[src/rtl/pgseq_pkg.sv]
package pgseq_pkg;
  typedef enum logic [1:0] {
    ST_OFF    = 2'd0,
    ST_WAIT   = 2'd1,
    ST_SETTLE = 2'd2,
    ST_RUN    = 2'd3
  } seq_state_e;

  localparam logic [1:0] S2_LOW  = 2'b00;
  localparam logic [1:0] S2_MID  = 2'b01;
  localparam logic [1:0] S2_HIGH = 2'b10;

  typedef struct packed {
    logic       s1;
    logic [1:0] s2;
    logic       mult;
  } straps_t;

  // Illegal three-level code falls back to the middle level
  function automatic logic [1:0] s2_legal(input logic [1:0] code);
    return (code == 2'b11) ? S2_MID : code;
  endfunction
endpackage

[src/rtl/pgseq_rst_sync.sv]
module pgseq_rst_sync #(
  parameter int STAGES = 2
) (
  input  logic clk,
  input  logic rst_n,
  output logic rst_n_sync
);
  logic [STAGES-1:0] chain_q;

  always_ff @(posedge clk or negedge rst_n) begin
    if (!rst_n) chain_q <= '0;
    else        chain_q <= {chain_q[STAGES-2:0], 1'b1};
  end

  assign rst_n_sync = chain_q[STAGES-1];
endmodule

[src/rtl/pgseq_strobe_qual.sv]
module pgseq_strobe_qual #(
  parameter int SYNC_STAGES = 2
) (
  input  logic clk,
  input  logic rst_n,
  input  logic tick,
  input  logic pg_n,
  output logic qualified
);
  logic [SYNC_STAGES-1:0] sync_q;
  logic                   low_seen_q;
  logic                   low_seen_d;
  logic                   pg_low;

  genvar g;
  generate
    for (g = 0; g < SYNC_STAGES; g++) begin : g_sync
      if (g == 0) begin : g_first
        always_ff @(posedge clk or negedge rst_n) begin
          if (!rst_n) sync_q[0] <= 1'b1;
          else        sync_q[0] <= pg_n;
        end
      end else begin : g_rest
        always_ff @(posedge clk or negedge rst_n) begin
          if (!rst_n) sync_q[g] <= 1'b1;
          else        sync_q[g] <= sync_q[g-1];
        end
      end
    end
  endgenerate

  assign pg_low = ~sync_q[SYNC_STAGES-1];

  always_comb begin
    low_seen_d = low_seen_q;
    if (tick) low_seen_d = pg_low;
  end

  always_ff @(posedge clk or negedge rst_n) begin
    if (!rst_n) low_seen_q <= 1'b0;
    else        low_seen_q <= low_seen_d;
  end

  assign qualified = tick & pg_low & low_seen_q;
endmodule

[src/rtl/pgseq_delay.sv]
module pgseq_delay #(
  parameter int DELAY_TICKS = 3580
) (
  input  logic clk,
  input  logic rst_n,
  input  logic tick,
  input  logic active,
  output logic done
);
  localparam int CW = (DELAY_TICKS > 1) ? $clog2(DELAY_TICKS) : 1;
  localparam logic [CW-1:0] LAST = CW'(DELAY_TICKS - 1);

  logic [CW-1:0] cnt_q;
  logic [CW-1:0] cnt_d;

  always_comb begin
    cnt_d = cnt_q;
    if (!active)   cnt_d = '0;
    else if (tick) cnt_d = (cnt_q == LAST) ? '0 : cnt_q + 1'b1;
  end

  always_ff @(posedge clk or negedge rst_n) begin
    if (!rst_n) cnt_q <= '0;
    else        cnt_q <= cnt_d;
  end

  assign done = active & tick & (cnt_q == LAST);


  cnt_range_chk: assert property (@(posedge clk) disable iff (!rst_n)
    cnt_q <= LAST);


  cnt_tick_chk: assert property (@(posedge clk) disable iff (!rst_n)
    (active && !tick) |=> (!active || $stable(cnt_q)));
endmodule

[src/rtl/pgseq_top.sv]
module pgseq_top #(
  parameter int DELAY_TICKS = 3580,
  parameter int SYNC_STAGES = 2
) (
  input  logic       clk,
  input  logic       rst_n,
  input  logic       ref_tick,
  input  logic       pg_n,
  input  logic       strap_s1,
  input  logic [1:0] strap_s2,
  input  logic       strap_mult,
  output logic       lat_s1,
  output logic [1:0] lat_s2,
  output logic       lat_mult,
  output logic       vco_en,
  output logic       out_en,
  output logic [1:0] seq_state
);
  import pgseq_pkg::*;

  logic       irst_n;
  logic       qual;
  logic       settle_done;
  seq_state_e state_q, state_d;
  straps_t    straps_q, straps_d;

  pgseq_rst_sync #(.STAGES(2)) u_rst (
    .clk(clk), .rst_n(rst_n), .rst_n_sync(irst_n));

  pgseq_strobe_qual #(.SYNC_STAGES(SYNC_STAGES)) u_qual (
    .clk(clk), .rst_n(irst_n), .tick(ref_tick), .pg_n(pg_n),
    .qualified(qual));

  pgseq_delay #(.DELAY_TICKS(DELAY_TICKS)) u_delay (
    .clk(clk), .rst_n(irst_n), .tick(ref_tick),
    .active(state_q == ST_SETTLE), .done(settle_done));

  always_comb begin
    state_d = state_q;
    unique case (state_q)
      ST_OFF:    if (ref_tick)    state_d = ST_WAIT;
      ST_WAIT:   if (qual)        state_d = ST_SETTLE;
      ST_SETTLE: if (settle_done) state_d = ST_RUN;
      default:                    state_d = ST_RUN;
    endcase
  end

  always_comb begin
    straps_d = straps_q;
    if (settle_done) begin
      straps_d.s1   = strap_s1;
      straps_d.s2   = s2_legal(strap_s2);
      straps_d.mult = strap_mult;
    end
  end

  always_ff @(posedge clk or negedge irst_n) begin
    if (!irst_n) begin
      state_q  <= ST_OFF;
      straps_q <= '0;
    end else begin
      state_q  <= state_d;
      straps_q <= straps_d;
    end
  end

  assign seq_state = state_q;
  assign vco_en    = (state_q != ST_OFF);
  assign out_en    = (state_q == ST_RUN);
  assign lat_s1    = straps_q.s1;
  assign lat_s2    = straps_q.s2;
  assign lat_mult  = straps_q.mult;


  run_hold_chk: assert property (@(posedge clk) disable iff (!irst_n)
    (state_q == ST_RUN) |=> (state_q == ST_RUN));


  strap_frozen_chk: assert property (@(posedge clk) disable iff (!irst_n)
    (state_q == ST_RUN) |=> $stable(straps_q));


  tick_gate_chk: assert property (@(posedge clk) disable iff (!irst_n)
    !ref_tick |=> $stable(state_q));


  off_exit_chk: assert property (@(posedge clk) disable iff (!irst_n)
    (state_q == ST_OFF && ref_tick) |=> (state_q == ST_WAIT));


  s2_legal_chk: assert property (@(posedge clk) disable iff (!irst_n)
    straps_q.s2 != 2'b11);


  wait_latch_chk: assert property (@(posedge clk) disable iff (!irst_n)
    (state_q == ST_WAIT) |=> $stable(straps_q));
endmodule

[config.mk]
export PLATFORM = sky130hd
export DESIGN_NAME = pgseq_top
export DESIGN_NICKNAME = d
export VERILOG_FILES = /design/src/rtl/pgseq_pkg.sv /design/src/rtl/pgseq_rst_sync.sv /design/src/rtl/pgseq_strobe_qual.sv /design/src/rtl/pgseq_delay.sv /design/src/rtl/pgseq_top.sv
export SDC_FILE = /design/constraint.sdc
export NUM_CORES = 1
export LEC_CHECK = 0
export BUFFER_PORTS_ARGS = -buffer_cell sky130_fd_sc_hd__buf_4
export CORE_MARGIN = 3
export CORE_UTILIZATION = 59
export DETAILED_ROUTE_END_ITERATION = 12
export PLACE_DENSITY_LB_ADDON = 0.3
export SYNTH_ARGS = -nofsm -noshare
export SYNTH_HDL_FRONTEND = slang
export SYNTH_SLANG_ARGS = --single-unit
[constraint.sdc]
create_clock -name clk -period 2.47 [get_ports clk]
set_clock_uncertainty 0.15 [all_clocks]
set_input_delay 0.3705 -clock clk [delete_from_list [all_inputs] [get_ports clk]]
set_output_delay 0.3705 -clock clk [all_outputs]
set_load 0.02 [all_outputs]
After elaboration in Yosys (flattened, before gate mapping). Cells that the tools add are included.

Flip-flop bits (word level): 23. Bits in latches: 0. Memory bits (writable): 0. Bits in read-only memories: 0. Input port bits: 8. Output and inout bits: 8. Word-level logic and storage cells: 35. Memories kept: 0.

Add/subtract/negate cells: 1. Multiply operators: 0. Div/mod/pow operators: 0. Order comparisons: 0. Equal/unequal tests: 9. Shift-type cells: 0. Muxes and demuxes: 8. Bitwise operators: 5. Reduce and logical (&&, ||, !) cells: 3.

Operators by type and width (count): $mux W12 (3); $add A12 B1 Y12 const B (1); $eq A12 B12 Y1 const B (1); $mux W2 (4); $ne A2 B2 Y1 const B (4); $eq A2 B2 Y1 const B (3); $pmux W2 S3 (1); $and A1 B1 Y1 (4); $reduce_and A3 Y1 (1); $eq A2 B1 Y1 const B (1); $logic_not A2 Y1 (1); $reduce_bool A2 Y1 (1); $not A1 Y1 (1).

Depth between registers and ports, before layout. Gate-level depths: netlist of the first run.

Depth in word-level cells: 5. Mapped depth: 6. Gate-level depth less buffers: 5.

By module. Synthesis of the first run repeated with hierarchy kept, for this count alone.

Cells, all modules: 110. Area, all modules: 1123.6 um^2.

Modules (own cells, without submodules): pgseq_delay (instances 1, cells each 80, area an instance 716.9 um^2, sequential area each 300.3 um^2); pgseq_top (instances 1, cells each 20, area an instance 254.0 um^2, sequential area each 150.1 um^2); pgseq_strobe_qual (instances 1, cells each 7, area an instance 98.8 um^2, sequential area each 77.6 um^2); pgseq_rst_sync (instances 1, cells each 3, area an instance 53.8 um^2, sequential area each 50.0 um^2).

Worst setup path after synthesis of the first run. No wires, ideal clock.

Path type: register -> register. Start: register u_delay.cnt_q[0]. End: register u_delay.cnt_q[8]. Setup time: 79 ps. Arrival time: 1431 ps. Data required time: 2241 ps. Setup slack: 809 ps. Cell stages (with the launch flop): 7. Buffers on the path: 1. Period minus slack after synthesis: 1661 ps. Cell sequence: dfrtp_1 ha_1 and4b_1 a31oi_4 buf_6 nand4_1 mux2i_1.

Longest elaborated chain between the ends: 4. Elaborated cells between the ends (all ways): 5. Those cells by class: add/sub: 1; eq/ne: 1; mux: 3.

Ends and longest elaborated chain: from (decl) (line pgseq_delay.sv:13) `logic [CW-1:0] cnt_q;`; from (signal assigned) (line pgseq_delay.sv:24) `else cnt_q <= cnt_d;`; $add A12 B1 Y12 or $eq A12 B12 Y1 (tied branches) (line pgseq_delay.sv:19) `else if (tick) cnt_d = (cnt_q == LAST) ? '0 : cnt_q + 1'b1;`; $mux W12 * (2 in a row) (line pgseq_delay.sv:19); $mux W12 * (line pgseq_delay.sv:18) `if (!active) cnt_d = '0;`.

Every way passes the cells marked *; elsewhere a longest branch is shown, timed or not. The select of a mux whose other input is x is not followed. A chain may end at the register's enable or synchronous reset.

Worst setup path after layout of the first run.
Start: register u_delay.cnt_q[6]. End: register straps_q (netlist bit lat_s2[1]).

Longest elaborated chain between the ends: 2.

Ends and longest elaborated chain: $eq A12 B12 Y1 (line pgseq_delay.sv:27) `assign done = active & tick & (cnt_q == LAST);`; $and A1 B1 Y1 (line pgseq_delay.sv:27); to (signal assigned) (line pgseq_top.sv:63) `straps_q <= straps_d;`; to (decl) (line pgseq_top.sv:25) `straps_t straps_q, straps_d;`.

No other way between the ends.

==> results of run 1 <==
Yosys cell counts, types with 2 or more instances:
master,instances
a21oi_1,8
a22o_1,2
and2_1,3
and2b_2,2
and3_1,3
and4b_1,2
buf_6,3
dfrtp_1,21
dfstp_2,2
inv_1,4
mux2_2,5
mux2i_1,5
nand2_1,6
nand3_1,3
nand3b_1,2
nand4_1,4
nor2b_1,3
o21ai_0,3
or3_1,2
worst register-to-register path: stages (launching register included):
cell     delay [ns]
dfrtp_1        0.46
and4_1         0.44
nand4_4        0.16
nor2_2         0.22
mux2_2         0.36
layout make-up:
cell class / instances / share of cell area
sequential: 23 / 0.440
multi-input combinational: 70 / 0.402
timing repair buffer: 17 / 0.101
tap: 25 / 0.0238
clock buffer: 3 / 0.0172
inverter: 4 / 0.0114
clock inverter: 1 / 0.00381
cell families (layout without fill, tap and decap cells):
| kind of cell | Yosys count | in the layout |
|---|---|---|
| other cells | 1 | 1 |
| compound gates | 17 | 17 |
| flops | 23 | 23 |
| buf+inv | 9 | 25 |
| xor+xnor | 1 | 1 |
| simple gates | 40 | 40 |
| fa+ha+maj | 1 | 1 |
| mux | 10 | 10 |
layer usage:
layer	vias up	global-route usage
met3	4	0.0356
met5	-	0
met4	0	0.0538
met2	22	0.311
met1	408	0.236
li1	400	-
registers in the layout, summed over array words and instances, names as in the netlist:
signal             cells
u_delay.cnt_q         12
lat_s2                 2
seq_state              2
u_qual.sync_q          2
u_rst.chain_q          2
lat_mult               1
lat_s1                 1
u_qual.low_seen_q      1
worst paths after layout:
path	to	start	slack, ns	cells after the start
min in group asynchronous	u_delay.cnt_q[5]	u_rst.chain_q[1]	0.18	0
setup / recovery	lat_s2[1]	u_delay.cnt_q[6]	0.57	4
setup reg to reg	lat_s2[1]	u_delay.cnt_q[6]	0.57	4
hold reg to reg	u_delay.cnt_q[5]	u_rst.chain_q[1]	0.18	0
hold / removal	lat_mult	strap_mult	0.15	2
max in group asynchronous	seq_state[0]	u_rst.chain_q[1]	1.47	0
stage by stage:
step           worst slack [ns]  power (mW)  cells
2_1_floorplan             0.809       0.672    102
3_3_place_gp              0.636       0.739    137
3_5_place_dp              0.606       0.748    137
4_1_cts                   0.572       0.924    142
5_1_grt                   0.455       0.975    143
6_report                  0.568       0.918    143
power by group through the flow:
stage / clock (mW) / sequential [mW] / combinational (mW)
5_1_grt: 0.192 / 0.475 / 0.309
3_5_place_dp: 0 / 0.472 / 0.276
2_1_floorplan: 0 / 0.477 / 0.196
4_1_cts: 0.180 / 0.465 / 0.279
6_report: 0.176 / 0.464 / 0.279
3_3_place_gp: 0 / 0.468 / 0.271
repair_timing:
action,in CTS,in global routing
hold buffers,1,1
resized for setup,0,0
endpoints found under the hold margin,2,1
setup endpoints to repair,0,0
cells in the final DEF, fill, tap and decap left out, types with 4 or more instances in the layout:
cell type  synthesis  layout
dfrtp_1           21      21
a21oi_1            8       8
nand4_1            4       4
mux2_2             5       5
mux2i_1            5       5
buf_4              0      15
nand2_1            6       6
inv_1              4       4
==> reports/qor.yml, run 1 <==
logic_synthesis:
  synth_area_per_cell_um2: 11.4
  netlist.area_leader.share: 0.452
  netlist_instances: 102
  synth_compound_area_frac: 0.102
  synthDistinctLibCells: 38
  muxShareOfSynthArea: 0.0914
  ys_ff_latch: 23
  synth_area_leaders: "dfrtp_1 (45%), mux2_2 (4.8%), dfstp_2 (4.5%)"
  synth_fa_ha_area_frac: 0.0108
  netlist_area_mm2: 0.00116
  yosys.area_share.simple: 0.239
  synthXorXnorAreaFrac: 0.00753
  synth-edff-count: 0
  synth.net_count: 111
  synth_ff_type: "dfrtp_1"
  ys.warnings.count: 0
  yosysTopAreaCell: "dfrtp_1"
  ys_seq_area_frac: 0.497
  async_flop_share: 1.00
  synth_top_family_by_area: "simple AND/OR/NAND/NOR gates"
clocking:
  clockBufferDepth: 2
  postCtsSetupBuffers: 0
  cts_inserted_buffers: 3
  cts.clk_slew.worst_paths_ns: 0.14
  cts_htree_levels: 1
  insertion_delay_ns: 0.32
  cts_tree: "yes"
  cts.sinks: 23
  root_buffer: "clkbuf_4"
floorplanning:
  dieHeight_um: 50.4
  ios: 16
  fp.dieArea_mm2: 0.00254
  core_area_mm2: 0.00180
  die_w_um: 50.4
  initial_utilization: 0.646
  row_count: 15
job:
  cap_violations: 0
timing:
  period_minus_slack_ns: 1.90
  max_freq_ghz: 0.526
  tightest_slew_ns: 0.824
  grt_setup_unrepaired: "false"
  setup-tns-final_ns: 0
  setup_violations: 0
  slew_headroom: 0.451
  drv_slew: 0
  fin_hold_ws_ns: 0.147
  period_share: 0.770
  hold_violations: 0
routing:
  met2_wirelength_um: 1050
  wl_met3_um: 89
  drt_iter0_markers: 12
  num_vias: 834
  drt_wl_total_um: 2070
  ant_nets: 0
  route.detailed.drc: 0
  viasPerCell: 5.83
  wl_met1_um: 906
  dr.max_layer_used: "met4"
  wl_per_cell_um: 14.5
  first_pass_iters: 4
setup_path:
  cp_max_fo: 6
  cp.required_ns: 2.52
  cp.arrival_ns: 1.95
  crit_type: "register to register"
  slowest_stage: "dfrtp_1"
  cp_slowest_stage_delay_ns: 0.46
  crit_chain: "and4_1, nand4_4, nor2_2, mux2_2"
  cp_top_family: "simple AND/OR/NAND/NOR gates"
  critPathLaunchType: "register"
  endpoint_kind: "register"
  cp.buffers_inverters: 0
global_routing:
  grt_pass1_vias: 805
  antenna_found_initial: 0
  gr-total-overflow: 0
  grt_max_degree: 22
  track_usage: 0.183
  grt_pass1_wl_um: 3570
placement:
  numPortBuffers: 15
  dpl-instance-area_mm2: 0.00126
  place_hpwl_um: 1500
  routabilityCongestion: 0.798
layout:
  syn_to_final_growth_pct: 12.8
  num-fill-cells: 141
  insertedDiodeCount: 0
  postLayoutCoreUtil: 0.728
  nets: 128
  seq_area_um2: 578
  multiInputGateArea_um2: 528
  drive_above_1_share: 0.288
  fin_area_mm2: 0.00131
pwr:
  p_seq_frac: 0.505
  p_per_area_mw_per_mm2: 700
  p_int_mw: 0.605
  peakVddDrop_mv: 0.576
  switching_share: 0.342
  p_sw_mw: 0.314
  p_clk_frac: 0.191
  leakagePower_nw: 0.606
  comb_power_share: 0.303
min_path:
  hold_class: "primary input to register"
run_status:
  outcome: "finished, final reports clean"
Power figures use the tool's default switching activity.
==> run 2: changes to the inputs <==
ABC_AREA = 1   (was default)
CORE_UTILIZATION = 50   (was 59)
clock period = 1.7 ns   (was 2.47 ns; I/O delays follow)
==> reports/qor.yml, run 2 <==
run_status:
  outcome: "finished, final reports clean"
placement:
  dpl-instance-area_mm2: 0.00133
  numPortBuffers: 15
  place_ws_ns: 0.0307
  place_hpwl_um: 1980
  routabilityCongestion: 0.850
min_path:
  hold_end: "lat_s1"
  min-delay-start: "strap_s1"
  hold_depth: 3
  hold_class: "primary input to register"
timing:
  max_freq_ghz: 0.639
  period_share: 0.921
  drv_slew: 0
  setup-tns-final_ns: 0
  timing.final.ws_setup_ns: 0.134
  setup_violations: 0
  period_minus_slack_ns: 1.57
  grt_setup_unrepaired: "false"
  hold_violations: 0
global_routing:
  grt_pass1_vias: 1017
  track_usage: 0.206
  grt_pass1_wl_um: 4370
  grt_max_degree: 22
  antenna_found_initial: 0
  gr-total-overflow: 0
pwr:
  p_total_mw: 0.897
  p_per_area_mw_per_mm2: 649
  peakVddDrop_mv: 0.438
  leakagePower_nw: 0.698
routing:
  first_pass_iters: 4
  route.detailed.drc: 0
  drt_wl_total_um: 2560
  viasPerCell: 5.51
  num_vias: 1057
  drt_iter0_markers: 40
  ant_nets: 0
  wl_per_cell_um: 13.3
layout:
  num-fill-cells: 184
  syn_to_final_growth_pct: 17.1
  fin_area_mm2: 0.00138
  multiInputGateArea_um2: 543
  nets: 175
  final_common_cell: "nand2_1"
  drive_above_1_share: 0.242
  regMostFlops: "u_delay.cnt_q"
  largest_reg_flops: 12
  final_cell_mix: "nand2_1 (46), dfrtp_1 (20), nand3_1 (16), buf_4 (16), inv_1 (12)"
  seq_area_um2: 579
  insertedDiodeCount: 0
logic_synthesis:
  netlist_instances: 144
  yosysMostFrequentCell: "nand2_1"
  synth_area_leaders: "dfrtp_1 (44%), nand2_1 (15%), nand3_1 (6.8%)"
  synthDistinctLibCells: 26
  netlist.area_leader.share: 0.445
  synth_area_per_cell_um2: 8.20
  synth_ff_type: "dfrtp_1"
  ys_seq_area_frac: 0.489
  synth.net_count: 153
  ys_ff_latch: 23
  async_flop_share: 1.00
  yosys-top-cells-count: "nand2_1 (47), dfrtp_1 (21), nand3_1 (16)"
  netlist_area_mm2: 0.00118
  ys.warnings.count: 0
  synth-edff-count: 0
  yosysTopAreaCell: "dfrtp_1"
setup_path:
  cp_slowest_stage_delay_ns: 0.43
  r2r_start: "u_delay.cnt_q[1]"
  cp.buffers_inverters: 0
  cp_max_fo: 7
  cp.required_ns: 1.76
  critPathLaunchType: "register"
  r2r_end: "lat_s2[0]"
  cp_top_family: "simple AND/OR/NAND/NOR gates"
  endpoint_kind: "register"
  worst-path-stages: 6
  worstRegToRegCells: 6
  r2r_slack_ns: 0.13
  cp.arrival_ns: 1.63
  slowest_stage: "dfrtp_1"
  crit_chain: "ha_2, nand4_2, nor2_8, nand2_4, nand2_1, o21ai_2"
  crit_type: "register to register"
clocking:
  postCtsSetupBuffers: 0
  cts.sinks: 23
  cts_tree: "yes"
  cts_inserted_buffers: 3
  clockBufferDepth: 2
  cts.clk_slew.worst_paths_ns: 0.13
  insertion_delay_ns: 0.32
  cts_htree_levels: 1
  root_buffer: "clkbuf_4"
floorplanning:
  fp.dieArea_mm2: 0.00298
  row_count: 16
  ios: 16
  initial_utilization: 0.562
  core_area_mm2: 0.00210
  dieHeight_um: 54.6
  die_w_um: 54.6
job:
  cap_violations: 0
[run 2: worst max path at each step]
stage                      from               end  slack, ns
2_1_floorplan  u_delay.cnt_q[0]         lat_s2[0]       0.21
3_3_place_gp   u_delay.cnt_q[0]         lat_s2[1]       0.14
3_5_place_dp   u_delay.cnt_q[0]  u_delay.cnt_q[6]       0.03
4_1_cts        u_delay.cnt_q[0]  u_delay.cnt_q[2]      0.003
5_1_grt        u_delay.cnt_q[1]          lat_mult       0.03
6_report       u_delay.cnt_q[1]         lat_s2[0]       0.13
[run 2: cell type report]
class	count	area share
Inverter	16	0.0434
Multi-Input combinational cell	104	0.393
Timing Repair Buffer	18	0.101
Sequential cell	23	0.419
Clock buffer	4	0.0190
Tap cell	27	0.0244
[run 2: cells by family after synthesis]
group	share of synthesized area
AOI/OAI and AO/OA	0.0752
xor gates and xnor gates	0.0297
adders and majority gates	0.0106
buffers and inverters	0.0551
DFF	0.489
other	0.00317
and+or+nand+nor	0.337
[run 2: through the flow]
stage	hold slack, ns	util	std cells
after floorplan	-0.191	-	144
after global placement	-0.113	0.633	186
after detailed placement	-0.109	0.633	186
after CTS	0.0401	0.655	192
after global routing	0.0357	0.658	192
final	0.0414	0.658	192
[run 2: layer usage]
layer,track usage,vias to the layer above,routed length (um)
li1,-,503,-
met1,0.247,511,1030
met2,0.360,36,1340
met3,0.0300,7,145
met4,0.0913,0,48
met5,0,-,0
[run 2: power breakdown]
| group | switching (mW) | internal [mW] | total, mW |
|---|---|---|---|
| Clock | 0.162 | 0.0918 | 0.253 |
| Sequential | 0.0110 | 0.561 | 0.573 |
| Combinational | 0.0422 | 0.0289 | 0.0711 |
| Total | 0.215 | 0.682 | 0.897 |
[run 2: worst min-delay path, delay by kind of cell]
kind,cells,cell delay [ns]
buffers and inverters,1,0.08
and+or+nand+nor,2,0.14
[run 2: timing repair]
| action | in CTS | in global routing |
|---|---|---|
| hold buffers | 2 | 0 |
| setup endpoints to repair | 0 | 17 |
| gates resized for setup | 0 | 3 |
| endpoints found under the hold margin | 3 | 0 |
